<file path="src/rtl/pbd_pkg.sv">
package pbd_pkg;
  localparam int unsigned PBD_AW = 12;
  localparam int unsigned PBD_CW = 8;

  typedef logic [PBD_AW-1:0] io_addr_t;

  typedef struct packed {
    io_addr_t base;
    logic     en;
  } slot_t;
endpackage

</file>
<file path="src/rtl/pbd_rst_sync.sv">
module pbd_rst_sync #(
  parameter int unsigned STAGES = 2
) (
  input  logic clk,
  input  logic rst_n,
  output logic rst_q_n
);
  logic [STAGES-1:0] chain_q;
  logic [STAGES-1:0] chain_d;

  always_comb begin
    chain_d = {chain_q[STAGES-2:0], 1'b1};
  end

  always_ff @(posedge clk or negedge rst_n) begin
    if (!rst_n) chain_q <= '0;
    else        chain_q <= chain_d;
  end

  assign rst_q_n = chain_q[STAGES-1];
endmodule

</file>
<file path="src/rtl/pbd_slot_calc.sv">
module pbd_slot_calc
  import pbd_pkg::*;
#(
  parameter logic [PBD_CW-1:0] KEEP  = 8'hFC,
  parameter int unsigned       SHIFT = 2,
  parameter io_addr_t          ALIGN = 12'hFF0,
  parameter io_addr_t          LO    = 12'h100,
  parameter io_addr_t          HI    = 12'h3F0,
  parameter io_addr_t          DEF   = 12'h3F0
) (
  input  logic [PBD_CW-1:0] cfg_i,
  input  logic              pd_i,
  output slot_t             slot_o
);
  io_addr_t wide;
  io_addr_t aligned;
  logic     out_of_range;
  logic     unused_low_bits;

  assign unused_low_bits = ^(cfg_i & ~KEEP);

  always_comb begin
    wide         = PBD_AW'(cfg_i & KEEP) << SHIFT;
    aligned      = wide & ALIGN;
    out_of_range = (aligned < LO) || (aligned > HI);
    slot_o.base  = out_of_range ? DEF : aligned;
    slot_o.en    = (|cfg_i[PBD_CW-1 -: 2]) & ~pd_i;
  end
endmodule

</file>
<file path="src/rtl/pbd_par_calc.sv">
module pbd_par_calc
  import pbd_pkg::*;
#(
  parameter int unsigned SHIFT   = 2,
  parameter io_addr_t    ALIGN_W = 12'h3F8,
  parameter io_addr_t    ALIGN_N = 12'h3FC,
  parameter io_addr_t    LO      = 12'h100,
  parameter io_addr_t    HI      = 12'h3FF,
  parameter io_addr_t    DEF     = 12'h378,
  parameter int unsigned HI_BIT  = 10,
  parameter logic [3:0]  WIN_W   = 4'd8,
  parameter logic [3:0]  WIN_N   = 4'd4
) (
  input  logic [PBD_CW-1:0] cfg_i,
  input  logic              pd_i,
  input  logic              gate_i,
  input  logic              wide_req_i,
  input  logic              hi_req_i,
  output slot_t             slot_o,
  output logic [3:0]        win_o
);
  logic     wide_mode;
  logic     hi_mode;
  io_addr_t shifted;
  io_addr_t aligned;
  io_addr_t picked;
  io_addr_t hi_set;
  logic     out_of_range;

  always_comb begin
    wide_mode    = gate_i & wide_req_i;
    hi_mode      = gate_i & hi_req_i;
    shifted      = PBD_AW'(cfg_i) << SHIFT;
    aligned      = shifted & (wide_mode ? ALIGN_W : ALIGN_N);
    out_of_range = (aligned < LO) || (aligned > HI);
    picked       = out_of_range ? DEF : aligned;
    hi_set       = '0;
    hi_set[HI_BIT] = hi_mode;
    slot_o.base  = picked | hi_set;
    slot_o.en    = (|cfg_i[PBD_CW-1 -: 2]) & ~pd_i;
    win_o        = wide_mode ? WIN_W : WIN_N;
  end
endmodule

</file>
<file path="src/rtl/periph_base_decoder.sv">
module periph_base_decoder
  import pbd_pkg::*;
#(
  parameter io_addr_t    FDC_DEF    = 12'h3F0,
  parameter io_addr_t    PAR_DEF    = 12'h378,
  parameter io_addr_t    SER0_DEF   = 12'h3F8,
  parameter io_addr_t    SER1_DEF   = 12'h2F8,
  parameter io_addr_t    FLOOR      = 12'h100,
  parameter io_addr_t    FDC_CEIL   = 12'h3F0,
  parameter io_addr_t    SER_CEIL   = 12'h3F8,
  parameter io_addr_t    PAR_CEIL   = 12'h3FF,
  parameter int unsigned PD_PAR_BIT = 7,
  parameter int unsigned PD_S0_BIT  = 5,
  parameter int unsigned PD_S1_BIT  = 4,
  parameter int unsigned WIDE_BIT   = 2,
  parameter int unsigned HIMODE_BIT = 3,
  parameter int unsigned GATE_BIT   = 7,
  parameter int unsigned PAR_HI_BIT = 10
) (
  input  logic              clk,
  input  logic              rst_n,
  input  logic [PBD_CW-1:0] fdc_cfg_i,
  input  logic [PBD_CW-1:0] par_cfg_i,
  input  logic [PBD_CW-1:0] ser0_cfg_i,
  input  logic [PBD_CW-1:0] ser1_cfg_i,
  input  logic [PBD_CW-1:0] pd_cfg_i,
  input  logic [PBD_CW-1:0] mode_cfg_i,
  input  logic [PBD_CW-1:0] ext_cfg_i,
  output logic [PBD_AW-1:0] fdc_base_o,
  output logic              fdc_en_o,
  output logic [PBD_AW-1:0] par_base_o,
  output logic [3:0]        par_win_o,
  output logic              par_en_o,
  output logic [PBD_AW-1:0] ser0_base_o,
  output logic              ser0_en_o,
  output logic [PBD_AW-1:0] ser1_base_o,
  output logic              ser1_en_o
);
  localparam int unsigned NSER = 2;
  localparam logic [3:0]  WIN_RST = 4'd4;

  logic rst_q_n;
  logic unused_cfg_bits;

  assign unused_cfg_bits = ^{pd_cfg_i, mode_cfg_i, ext_cfg_i};

  pbd_rst_sync #(.STAGES(2)) u_rst (
    .clk     (clk),
    .rst_n   (rst_n),
    .rst_q_n (rst_q_n)
  );

  // ---------------- combinational decode ----------------
  slot_t            fdc_d;
  slot_t            par_d;
  slot_t [NSER-1:0] ser_d;
  logic  [3:0]      win_d;
  logic  [NSER-1:0] ser_pd;
  logic  [PBD_CW-1:0] ser_cfg [NSER];

  assign ser_pd[0]  = pd_cfg_i[PD_S0_BIT];
  assign ser_pd[1]  = pd_cfg_i[PD_S1_BIT];
  assign ser_cfg[0] = ser0_cfg_i;
  assign ser_cfg[1] = ser1_cfg_i;

  pbd_slot_calc #(
    .KEEP (8'hFC), .SHIFT(2), .ALIGN(12'hFF0),
    .LO   (FLOOR), .HI(FDC_CEIL), .DEF(FDC_DEF)
  ) u_fdc (
    .cfg_i  (fdc_cfg_i),
    .pd_i   (1'b0),
    .slot_o (fdc_d)
  );

  for (genvar gi = 0; gi < NSER; gi++) begin : g_ser
    pbd_slot_calc #(
      .KEEP (8'hFE), .SHIFT(2), .ALIGN(12'hFF8),
      .LO   (FLOOR), .HI(SER_CEIL),
      .DEF  ((gi == 0) ? SER0_DEF : SER1_DEF)
    ) u_ser (
      .cfg_i  (ser_cfg[gi]),
      .pd_i   (ser_pd[gi]),
      .slot_o (ser_d[gi])
    );
  end

  pbd_par_calc #(
    .SHIFT(2), .ALIGN_W(12'h3F8), .ALIGN_N(12'h3FC),
    .LO(FLOOR), .HI(PAR_CEIL), .DEF(PAR_DEF), .HI_BIT(PAR_HI_BIT),
    .WIN_W(4'd8), .WIN_N(4'd4)
  ) u_par (
    .cfg_i      (par_cfg_i),
    .pd_i       (pd_cfg_i[PD_PAR_BIT]),
    .gate_i     (ext_cfg_i[GATE_BIT]),
    .wide_req_i (mode_cfg_i[WIDE_BIT]),
    .hi_req_i   (mode_cfg_i[HIMODE_BIT]),
    .slot_o     (par_d),
    .win_o      (win_d)
  );

  // ---------------- output register stage ----------------
  slot_t            fdc_q,  fdc_n;
  slot_t            par_q,  par_n;
  slot_t [NSER-1:0] ser_q,  ser_n;
  logic  [3:0]      win_q,  win_n;

  always_comb begin
    fdc_n = fdc_d;
    par_n = par_d;
    ser_n = ser_d;
    win_n = win_d;
  end

  always_ff @(posedge clk or negedge rst_q_n) begin
    if (!rst_q_n) begin
      fdc_q <= '{base: FDC_DEF, en: 1'b0};
      par_q <= '{base: PAR_DEF, en: 1'b0};
      ser_q <= {slot_t'{base: SER1_DEF, en: 1'b0}, slot_t'{base: SER0_DEF, en: 1'b0}};
      win_q <= WIN_RST;
    end else begin
      fdc_q <= fdc_n;
      par_q <= par_n;
      ser_q <= ser_n;
      win_q <= win_n;
    end
  end

  assign fdc_base_o  = fdc_q.base;
  assign fdc_en_o    = fdc_q.en;
  assign par_base_o  = par_q.base;
  assign par_en_o    = par_q.en;
  assign par_win_o   = win_q;
  assign ser0_base_o = ser_q[0].base;
  assign ser0_en_o   = ser_q[0].en;
  assign ser1_base_o = ser_q[1].base;
  assign ser1_en_o   = ser_q[1].en;

  // ---------------- assertions ----------------
  a_r1_fdc_align: assert property (@(posedge clk) disable iff (!rst_q_n)
    fdc_base_o[3:0] == 4'h0);

  a_r2_fdc_window: assert property (@(posedge clk) disable iff (!rst_q_n)
    (fdc_base_o >= FLOOR) && (fdc_base_o <= FDC_CEIL));

  a_r3_ser_window: assert property (@(posedge clk) disable iff (!rst_q_n)
    (ser0_base_o[2:0] == 3'h0) && (ser1_base_o[2:0] == 3'h0) &&
    (ser0_base_o >= FLOOR) && (ser0_base_o <= SER_CEIL) &&
    (ser1_base_o >= FLOOR) && (ser1_base_o <= SER_CEIL));

  a_r4_wide_win: assert property (@(posedge clk) disable iff (!rst_q_n)
    (ext_cfg_i[GATE_BIT] && mode_cfg_i[WIDE_BIT]) |=> (par_win_o == 4'd8));

  a_r6_gate_off: assert property (@(posedge clk) disable iff (!rst_q_n)
    !ext_cfg_i[GATE_BIT] |=> ((par_win_o == 4'd4) && !par_base_o[PAR_HI_BIT]));

  a_r7_hi_bit: assert property (@(posedge clk) disable iff (!rst_q_n)
    (ext_cfg_i[GATE_BIT] && mode_cfg_i[HIMODE_BIT]) |=> par_base_o[PAR_HI_BIT]);

  a_r9_ser0_pd: assert property (@(posedge clk) disable iff (!rst_q_n)
    pd_cfg_i[PD_S0_BIT] |=> !ser0_en_o);

  a_r9_par_pd: assert property (@(posedge clk) disable iff (!rst_q_n)
    pd_cfg_i[PD_PAR_BIT] |=> !par_en_o);

  a_r8_fdc_en: assert property (@(posedge clk) disable iff (!rst_q_n)
    (fdc_cfg_i[7:6] == 2'b00) |=> !fdc_en_o);
endmodule

</file>
<file path="config.mk">
export PLATFORM = sky130hd
export DESIGN_NAME = periph_base_decoder
export DESIGN_NICKNAME = d
export VERILOG_FILES = /design/src/rtl/pbd_pkg.sv /design/src/rtl/pbd_rst_sync.sv /design/src/rtl/pbd_slot_calc.sv /design/src/rtl/pbd_par_calc.sv /design/src/rtl/periph_base_decoder.sv
export SDC_FILE = /design/constraint.sdc
export NUM_CORES = 1
export LEC_CHECK = 0
export BUFFER_PORTS_ARGS = -buffer_cell sky130_fd_sc_hd__buf_2
export CAP_MARGIN = 25
export CORE_ASPECT_RATIO = 0.7
export CORE_MARGIN = 5
export CORE_UTILIZATION = 37
export CTS_CLUSTER_SIZE = 28
export DETAILED_ROUTE_END_ITERATION = 8
export PLACE_DENSITY_LB_ADDON = 0.1
export SETUP_SLACK_MARGIN = 0.05
export SLEW_MARGIN = 10
export SYNTH_ARGS = -nofsm -noshare
export SYNTH_HDL_FRONTEND = slang
export SYNTH_SLANG_ARGS = --single-unit
</file>
<file path="constraint.sdc">
create_clock -name clk -period 1.6 [get_ports clk]
set_clock_uncertainty 0.05 [all_clocks]
set_input_delay 0.08 -clock clk [delete_from_list [all_inputs] [get_ports clk]]
set_output_delay 0.08 -clock clk [all_outputs]
set_load 0.05 [all_outputs]
</file>
==> results.cfg, run 1 <==
[synth]
synth_seq_area_share_pct = 70.5
synth_fa_ha_area_share_pct = 0
muxShareOfSynthArea_pct = 0
synth_cell_types = 15
synth_top_family_by_area = simple AND/OR/NAND/NOR gates
synth_compound_area_share_pct = 0
synth-simple-area-share_pct = 16.5
avgSynthCellArea_um2 = 13.7
synthCells = 99
synthesis.area_mm2 = 0.00136
ys_ff_latch = 37
yosys_warnings = 0
synth_xor_area_share_pct = 0

[routing]
vias = 1025
drt_first_pass_iters = 2
route.detailed.drc = 0
ant_nets = 0
wl_per_cell_um = 11.5
viasPerCell = 3.85
wl_um = 3070
first_iter_violations = 6

[sta]
finalCriticalPeriod_ns = 1.31
hold_viol = 0
finalSetupViolCount = 0
setup_tns_ns = 0
slew_violations = 0
rsz0062_at_grt = false
period_share_pct = 82.1
fin_hold_ws_ns = 0.0258
clock.fmax_mhz = 761
setup_ws_ns = 0.286

[clock_network]
clk_latency_ns = 0.27
cts.sinks = 37
cts_buffer_depth = 2
cts-root-buf = clkbuf_8
htreeDepth = 2
cts_tree = done
clkTransAtPathRegs_ns = 0.07
cts.repair.resized = 0
cts_made_buffers = 5
cts_setup_buffers = 0

[floorplanning]
die_w_um = 82.4
placementRows = 18
die_height_um = 60.7
io-pin-count = 114
start_util_pct = 38.4
core_area_mm2 = 0.00354
die_area_mm2 = 0.00500

[grt]
antenna_found_initial = 0
grt_pass1_wl_um = 4690
grt_usage_pct = 13.1
grt_max_degree = 21
grt-ovfl-total = 0
grt_pass1_vias = 1088

[critical_path]
path_cells = dlygate4sd3_1 -> buf_2 -> and2_1 -> dlygate4sd3_1
start_kind = primary input
cp_slowest_cell = dlygate4sd3_1
path_buf_inv = 3
crit_path_end_kind = flop
cp_top_family = buffers and inverters
cp.required_ns = 1.70
cpMostUsedCell = dlygate4sd3_1
crit_type = primary input to flop
critPathMaxFanout = 1
critical_path.max_stage_delay_ns = 0.54
worstPathArrival_ns = 1.42

[placement]
io_buffers = 70
placed_area_mm2 = 0.00170
dp_hpwl_um = 2060
dp.cells = 219
gp_congestion = 0.632
dpl_worst_slack_ns = 0.717

[pwr]
p_per_area_mw_per_mm2 = 999
max-vdd-ir-drop_mv = 0.552
p_leak_nw = 1.05
total_power_mw = 2.17

[cells_and_area]
utilization_pct = 61.4
final_common_cell = buf_2
layout-area-overhead-vs-synth_pct = 59.8
fill_cells = 300
finalInstanceArea_mm2 = 0.00217
drive_gt1_share_pct = 49.5
stdcell_count = 266
fin_nets = 273
diodes = 0
final_cell_mix = buf_2 (70), dlygate4sd3_1 (39), dfstp_2 (26)

[run]
max-cap-violations = 0

[hold_path]
worstHoldPathType = primary input to flop

[outcome]
outcome = finished clean
[timing repair]
item / CTS / global route
endpoints found under the hold margin: 37 / 0
hold buffers: 39 / 0
setup endpoints to repair: 0 / 0
[kinds of logic (layout without fill, tap and decap cells)]
| group | Yosys count | in the layout |
|---|---|---|
| DFF | 37 | 37 |
| and+or+nand+nor | 36 | 36 |
| buffers and inverters | 24 | 121 |
| other | 2 | 22 |
[path summary, 6_finish.rpt]
path                                                 start                         end  slack, ns  depth (start not counted)
worst max-delay path                         mode_cfg_i[3]    par_base_o[10]$_DFF_PN0_       0.29                          4
worst min-delay path                          ext_cfg_i[7]      par_win_o[3]$_DFF_PN0_       0.03                          3
worst max register to register  u_rst.chain_q[1]$_DFF_PN0_      par_win_o[2]$_DFF_PN1_       1.06                          1
worst min register to register  u_rst.chain_q[1]$_DFF_PN0_          fdc_en_o$_DFF_PN0_       0.15                          1
max in group asynchronous       u_rst.chain_q[1]$_DFF_PN0_      par_win_o[2]$_DFF_PN1_       1.06                          1
min in group asynchronous                            rst_n  u_rst.chain_q[0]$_DFF_PN0_       0.07                          2
[synth_stat cells]
cell type  count  share of area, %
dfstp_2       26                50
or2_1         18               8.3
nor3b_2        1              0.92
nor2_2         2              0.92
inv_1          2              0.55
dfrtp_1       11                20
nor2_4         1              0.83
nand2_1        1              0.28
clkbuf_1       1              0.28
nor2b_1        1              0.46
and2_1         1              0.46
buf_4         21                12
conb_1         2              0.55
nand2b_1       7               3.2
nor2_1         4               1.1
[registers in the layout, indices dropped and copies added (netlist names), 2 cells and up]
| signal | cells |
|---|---|
| par_base_o | 9 |
| ser0_base_o | 7 |
| ser1_base_o | 7 |
| fdc_base_o | 6 |
| par_win_o | 2 |
| u_rst.chain_q | 2 |
[area by class of cell]
cell class              instances  area (µm²)  area share (%)
repair buffers                111         756            34.8
inverters                       2        7.51           0.346
flip-flops and latches         37         958            44.1
multi-input cells              58         307            14.1
clock buffers                   8        80.1            3.69
well taps                      50        62.6            2.88
[per-layer routing]
metal	GRT usage [%]	vias up	share of wire (%)
met1	12.0	479	33
met3	7.12	3	14
met5	0	-	0
met2	24.9	61	52
met4	4.27	0	0.49
li1	-	482	-
[power by group]
group	leakage (nW)	internal [mW]	total (mW)	switching, mW
logic	0.599	0.156	0.545	0.389
clock network	0.0395	0.309	0.591	0.282
registers	0.407	1.02	1.03	0.0129
total	1.05	1.48	2.17	0.684
(Power assumes the default switching activity.)
==> run 2: changes to the inputs <==
--- a/config.mk
+++ b/config.mk
@@ -5,11 +5,12 @@
 export SDC_FILE = /design/constraint.sdc
 export NUM_CORES = 1
 export LEC_CHECK = 0
+export ABC_AREA = 1
 export BUFFER_PORTS_ARGS = -buffer_cell sky130_fd_sc_hd__buf_2
 export CAP_MARGIN = 25
 export CORE_ASPECT_RATIO = 0.7
 export CORE_MARGIN = 5
-export CORE_UTILIZATION = 37
+export CORE_UTILIZATION = 38
 export CTS_CLUSTER_SIZE = 28
 export DETAILED_ROUTE_END_ITERATION = 8
 export PLACE_DENSITY_LB_ADDON = 0.1
==> constraint.sdc (replaced) <==
create_clock -name clk -period 1.3 [get_ports clk]
set_clock_uncertainty 0.05 [all_clocks]
set_input_delay 0.065 -clock clk [delete_from_list [all_inputs] [get_ports clk]]
set_output_delay 0.065 -clock clk [all_outputs]
set_load 0.05 [all_outputs]
==> run 2 against run 1 <==
- total power is 28% higher
- combinational power rose by 23%
- die area down 0.87%
- critical endpoint is now ser0_base_o[8]$_DFF_PN1_
- final area is 0.75% higher
- sequential share of layout area decreased by 0.33 points
- setup slack lost 0.20 ns
- count of clock-buffer cells in the layout is 1 lower
- global-route usage grew 0.76 points
- critical path depth increased by 1
- hold slack better by 0.030 ns
- synthesized cell count increased by 28%
==> results.cfg, run 2 <==
[outcome]
outcome = finished clean

[placement]
placed_area_mm2 = 0.00172
dp_hpwl_um = 2150
dp.cells = 247
gp_congestion = 0.677
io_buffers = 70

[floorplanning]
die_area_mm2 = 0.00496
start_util_pct = 39.3
die_w_um = 82.1
die_height_um = 60.4
placementRows = 18
core_area_mm2 = 0.00351
io-pin-count = 114

[pwr]
power_frac_seq_pct = 45.7
max-vdd-ir-drop_mv = 0.865
combPwrFrac_pct = 24.1
p_sw_share_pct = 31.3
clock_power_share_pct = 30.2
p_sw_mw = 0.870
p_int_mw = 1.91
p_per_area_mw_per_mm2 = 1270
p_leak_nw = 1.20

[hold_path]
worstHoldPathType = primary input to asynchronous set/reset pin

[cells_and_area]
largest_register_ffs = 9
stdcell_count = 292
fill_cells = 283
multiInputGateArea_um2 = 228
register_area_um2 = 958
fin_nets = 298
drive_gt1_share_pct = 45.6
final_common_cell = buf_2
final_cell_mix = buf_2 (70), dlygate4sd3_1 (36), nand2_1 (29)
finalInstanceArea_mm2 = 0.00219
layout-area-overhead-vs-synth_pct = 58.3

[clock_network]
clk_latency_ns = 0.28
cts_tree = done
cts-root-buf = clkbuf_8
cts_made_buffers = 5
cts_buffer_depth = 2
cts.sinks = 37
clkTransAtPathRegs_ns = 0.07
htreeDepth = 2

[critical_path]
worstPathArrival_ns = 1.38
cpMostUsedCell = dlygate4sd3_1
crit_path_end_kind = flop
path_buf_inv = 4
critPathMaxFanout = 3
cp_top_family = buffers and inverters
path_cells = dlygate4sd3_1 -> buf_2 -> inv_2 -> nand2_1 -> dlygate4sd3_1
start_kind = primary input
critical_path.max_stage_delay_ns = 0.54
cp.required_ns = 1.46
cp_slowest_cell = dlygate4sd3_1
crit_type = primary input to flop

[synth]
synth_cell_types = 12
synth_fa_ha_area_share_pct = 0
ys_ff_latch = 37
muxShareOfSynthArea_pct = 0
yosysMostFrequentCell = nand2_1
synth_xor_area_share_pct = 0
synth_seq_area_share_pct = 69.4
synth_edf_count = 0
ys_top_cells_by_area = dfstp_2 (49%), dfrtp_1 (20%), buf_4 (11%)
synth_top_area_share_pct = 49.5
avgSynthCellArea_um2 = 10.9
synth_compound_area_share_pct = 0.362
synth_top_family_by_area = buffers and inverters
synth.largest_area_cell = dfstp_2
yosys_warnings = 0
synthesis.area_mm2 = 0.00138
synth-simple-area-share_pct = 10.1
synthFlopType = dfstp_2
synthCells = 127
synthTopCellsByCount = nand2_1 (29), inv_1 (27), dfstp_2 (26)
async_reset_ff_share_pct = 100

[grt]
grt_use_met3_pct = 5.79
grt.busiest_layer = met2
grt_usage_pct = 13.9
gr-usage-met2_pct = 23.7
grt_max_degree = 23
antenna_found_initial = 0
grt_pass1_wl_um = 4940
met1_usage_pct = 14.3
grt_pass1_vias = 1176
grt-ovfl-total = 0

[sta]
finalCriticalPeriod_ns = 1.22
setup_tns_ns = 0
finalSetupViolCount = 0
rsz0062_at_grt = false
clock.fmax_mhz = 822
period_share_pct = 93.6
hold_viol = 0
slew_violations = 0

[routing]
wl_um = 3120
ant_nets = 0
vias = 1102
viasPerCell = 3.77
drt_first_pass_iters = 3
route.detailed.drc = 0
wl_per_cell_um = 10.7
first_iter_violations = 10

[run]
max-cap-violations = 0
run 2: final cells by class:
cell class              instances  area share [%]
multi-input cells              59            10.4
repair buffers                108            33.2
clock buffers                   7            4.41
clock inverters                 1           0.229
diodes                          1           0.114
inverters                      29            4.98
flip-flops and latches         37            43.8
well taps                      50            2.86
run 2: repair_timing:
| item | CTS | global route |
|---|---|---|
| resized for setup | 0 | 1 |
| endpoints found under the setup margin | 0 | 4 |
| hold buffers | 39 | 0 |
| setup buffers | 0 | 0 |
| endpoints found under the hold margin | 36 | 0 |
run 2: cell families (layout without fill, tap and decap cells):
group	Yosys count	in the layout
AOI/OAI and AO/OA	1	1
and+or+nand+nor	36	36
buffers and inverters	51	145
other	2	23
DFF	37	37
run 2: through the flow:
step / total power [mW] / utilization (%) / hold WS (ns) / worst slack (ns)
after floorplan: 1.79 / - / -0.281 / 0.190
after global placement: 1.87 / 49.0 / -0.199 / 0.430
after detailed placement: 1.88 / 49.0 / -0.198 / 0.431
after CTS: 2.83 / 63.0 / 0.0477 / 0.0628
after global routing: 2.94 / 62.2 / 0.0372 / 0.0773
final: 2.78 / 62.3 / 0.0563 / 0.0834
run 2: worst paths after layout:
kind                                              end  cells past startpoint                       start  slack, ns
setup / recovery             ser0_base_o[8]$_DFF_PN1_                      5               ser0_cfg_i[6]       0.08
hold / removal             u_rst.chain_q[1]$_DFF_PN0_                      2                       rst_n       0.06
setup reg to reg              fdc_base_o[6]$_DFF_PN1_                      1  u_rst.chain_q[1]$_DFF_PN0_       0.75
hold reg to reg                   ser1_en_o$_DFF_PN0_                      1  u_rst.chain_q[1]$_DFF_PN0_       0.15
max in group asynchronous     fdc_base_o[6]$_DFF_PN1_                      1  u_rst.chain_q[1]$_DFF_PN0_       0.75
min in group clk           u_rst.chain_q[1]$_DFF_PN0_                      0  u_rst.chain_q[0]$_DFF_PN0_       0.31
run 2: metal layers:
metal,wire length [µm],vias to the layer above
met5,0,-
met4,95,0
met3,423,12
met2,1500,65
met1,1110,490
li1,-,535
run 2: power by group through the flow:
stage	Clock, mW	Sequential, mW	Combinational [mW]
5_1_grt	0.945	1.28	0.712
3_5_place_dp	0	1.29	0.586
6_report	0.841	1.27	0.669
2_1_floorplan	0	1.55	0.235
4_1_cts	0.880	1.27	0.675
3_3_place_gp	0	1.29	0.580
==> run 3: changes to the inputs <==
==> constraint.sdc (replaced) <==
create_clock -name clk -period 1.3 [get_ports clk]
set_clock_uncertainty 0.05 [all_clocks]
set_input_delay 0.13 -clock clk [delete_from_list [all_inputs] [get_ports clk]]
set_output_delay 0.13 -clock clk [all_outputs]
set_load 0.05 [all_outputs]
==> run 3 against run 2 <==
- flip-flop and latch count is the same
- combinational power grew 3%
- largest power group unchanged
- non-clock buffer count shrank 2
- register-to-register slack is essentially flat
- setup slack lost 0.015 ns
- critical path depth shrank 1
- clock power shrank 0.7%
- final cell count shrank 0.68%
- global-route usage shrank 0.29 points
- hold slack lost 0.043 ns
==> results.cfg, run 3 (same netlist as run 2, synthesis figures left out) <==
[hold_path]
holdPathStages = 3
worstHoldPathType = primary input to flop
hold_end = par_base_o[2]$_DFF_PN0_
hp-start = par_cfg_i[0]

[placement]
dpl_worst_slack_ns = 0.366
io_buffers = 70
dp_hpwl_um = 2150
gp_congestion = 0.677

[sta]
hold_viol = 0
setup_ws_ns = 0.0679
slew_violations = 0
fin_hold_ws_ns = 0.0131
rsz0062_at_grt = false
clock.fmax_mhz = 812
finalSetupViolCount = 0
finalCriticalPeriod_ns = 1.23
setup_tns_ns = 0
period_share_pct = 94.8

[clock_network]
cts-root-buf = clkbuf_8
cts_made_buffers = 5
cts_buffer_depth = 2
clkTransAtPathRegs_ns = 0.06
cts_setup_buffers = 0
htreeDepth = 2
cts.sinks = 37
cts_tree = done
clk_latency_ns = 0.27

[floorplanning]
placementRows = 18
io-pin-count = 114
start_util_pct = 39.3
die_height_um = 60.4
die_w_um = 82.1
die_area_mm2 = 0.00496
core_area_mm2 = 0.00351

[grt]
grt_pass1_wl_um = 4860
grt-ovfl-total = 0
grt_pass1_vias = 1177
grt_max_degree = 23
antenna_found_initial = 0
grt_usage_pct = 13.6

[routing]
viasPerCell = 3.80
wl_um = 3160
route.detailed.drc = 0
vias = 1103
drt_first_pass_iters = 2
first_iter_violations = 10
wl_per_cell_um = 10.9
ant_nets = 0

[cells_and_area]
fill_cells = 290
largest_register_ffs = 9
register_area_um2 = 958
multiInputGateArea_um2 = 230
layout-area-overhead-vs-synth_pct = 61.2
fin_nets = 296
final_common_cell = buf_2
final_cell_mix = buf_2 (47), dlygate4sd3_1 (34), nand2_1 (28)
drive_gt1_share_pct = 46.0

[critical_path]
critPathMaxFanout = 3
r2r_slack_ns = 0.75
worstPathArrival_ns = 1.40
cp.required_ns = 1.47
crit_path_end_kind = flop
crit_type = primary input to flop
start_kind = primary input
reg2regPathDepth = 1
reg2reg_to = fdc_base_o[6]$_DFF_PN1_
r2r_start = u_rst.chain_q[1]$_DFF_PN0_

[run]
max-cap-violations = 0

[pwr]
max-vdd-ir-drop_mv = 0.893
p_per_area_mw_per_mm2 = 1250
p_leak_nw = 1.22

[outcome]
outcome = finished clean
[run 3: final cells by class]
| type | count | share of cell area, % |
|---|---|---|
| Sequential cell | 37 | 43.0 |
| Timing Repair Buffer | 106 | 34.3 |
| Multi-Input combinational cell | 59 | 10.3 |
| Inverter | 29 | 4.89 |
| Clock buffer | 7 | 4.33 |
| Tap cell | 50 | 2.81 |
| Clock inverter | 1 | 0.225 |
| Antenna cell | 1 | 0.112 |
[run 3: timing repair]
action / CTS / global route
hold buffers: 34 / 0
endpoints found under the hold margin: 33 / 0
pin swaps: 0 / 0
endpoints found under the setup margin: 3 / 21
gates resized for setup: 3 / 21
[run 3: worst max path at each step]
stage	start	to	slack, ns	cells past startpoint
global placement	ser0_base_o[9]$_DFF_PN1_	ser0_base_o[9]	0.36	1
global route	fdc_base_o[7]$_DFF_PN1_	fdc_base_o[7]	0.05	1
finish	mode_cfg_i[2]	par_win_o[2]$_DFF_PN1_	0.07	4
detailed placement	ser0_base_o[8]$_DFF_PN1_	ser0_base_o[8]	0.37	1
CTS	ser0_base_o[8]$_DFF_PN1_	ser0_base_o[8]	0.05	1
floorplan	u_rst.chain_q[1]$_DFF_PN0_	fdc_en_o$_DFF_PN0_	0.19	0
[run 3: where the power goes]
part | switching, mW | total, mW | internal [mW]
combinational | 0.492 | 0.687 | 0.194
clock | 0.356 | 0.835 | 0.478
sequential | 0.0184 | 1.27 | 1.26
total | 0.867 | 2.79 | 1.93
[run 3: critical path: stages]
cell	delay, ns
dlygate4sd3_1	0.53
buf_2	0.12
nand2_2	0.06
dlygate4sd3_1	0.55
[run 3: metal layers]
| metal | part of all wire, % | up-vias | GRT usage (%) |
|---|---|---|---|
| met5 | 0 | - | 0 |
| met1 | 34 | 503 | 13.7 |
| met3 | 13 | 8 | 5.79 |
| li1 | - | 530 | - |
| met2 | 50 | 62 | 23.4 |
| met4 | 2.2 | 0 | 9.00 |
[run 3: metrics by stage]
| stage | power, mW | utilization (%) | cell area (µm²) | std cells |
|---|---|---|---|---|
| global route | 2.95 | 63.3 | 2220 | 289 |
| floorplan | 1.79 | - | 1460 | 147 |
| detailed placement | 1.88 | 49.0 | 1720 | 247 |
| CTS | 2.82 | 61.8 | 2170 | 289 |
| finish | 2.79 | 63.4 | 2230 | 290 |
| global placement | 1.87 | 49.0 | 1720 | 247 |
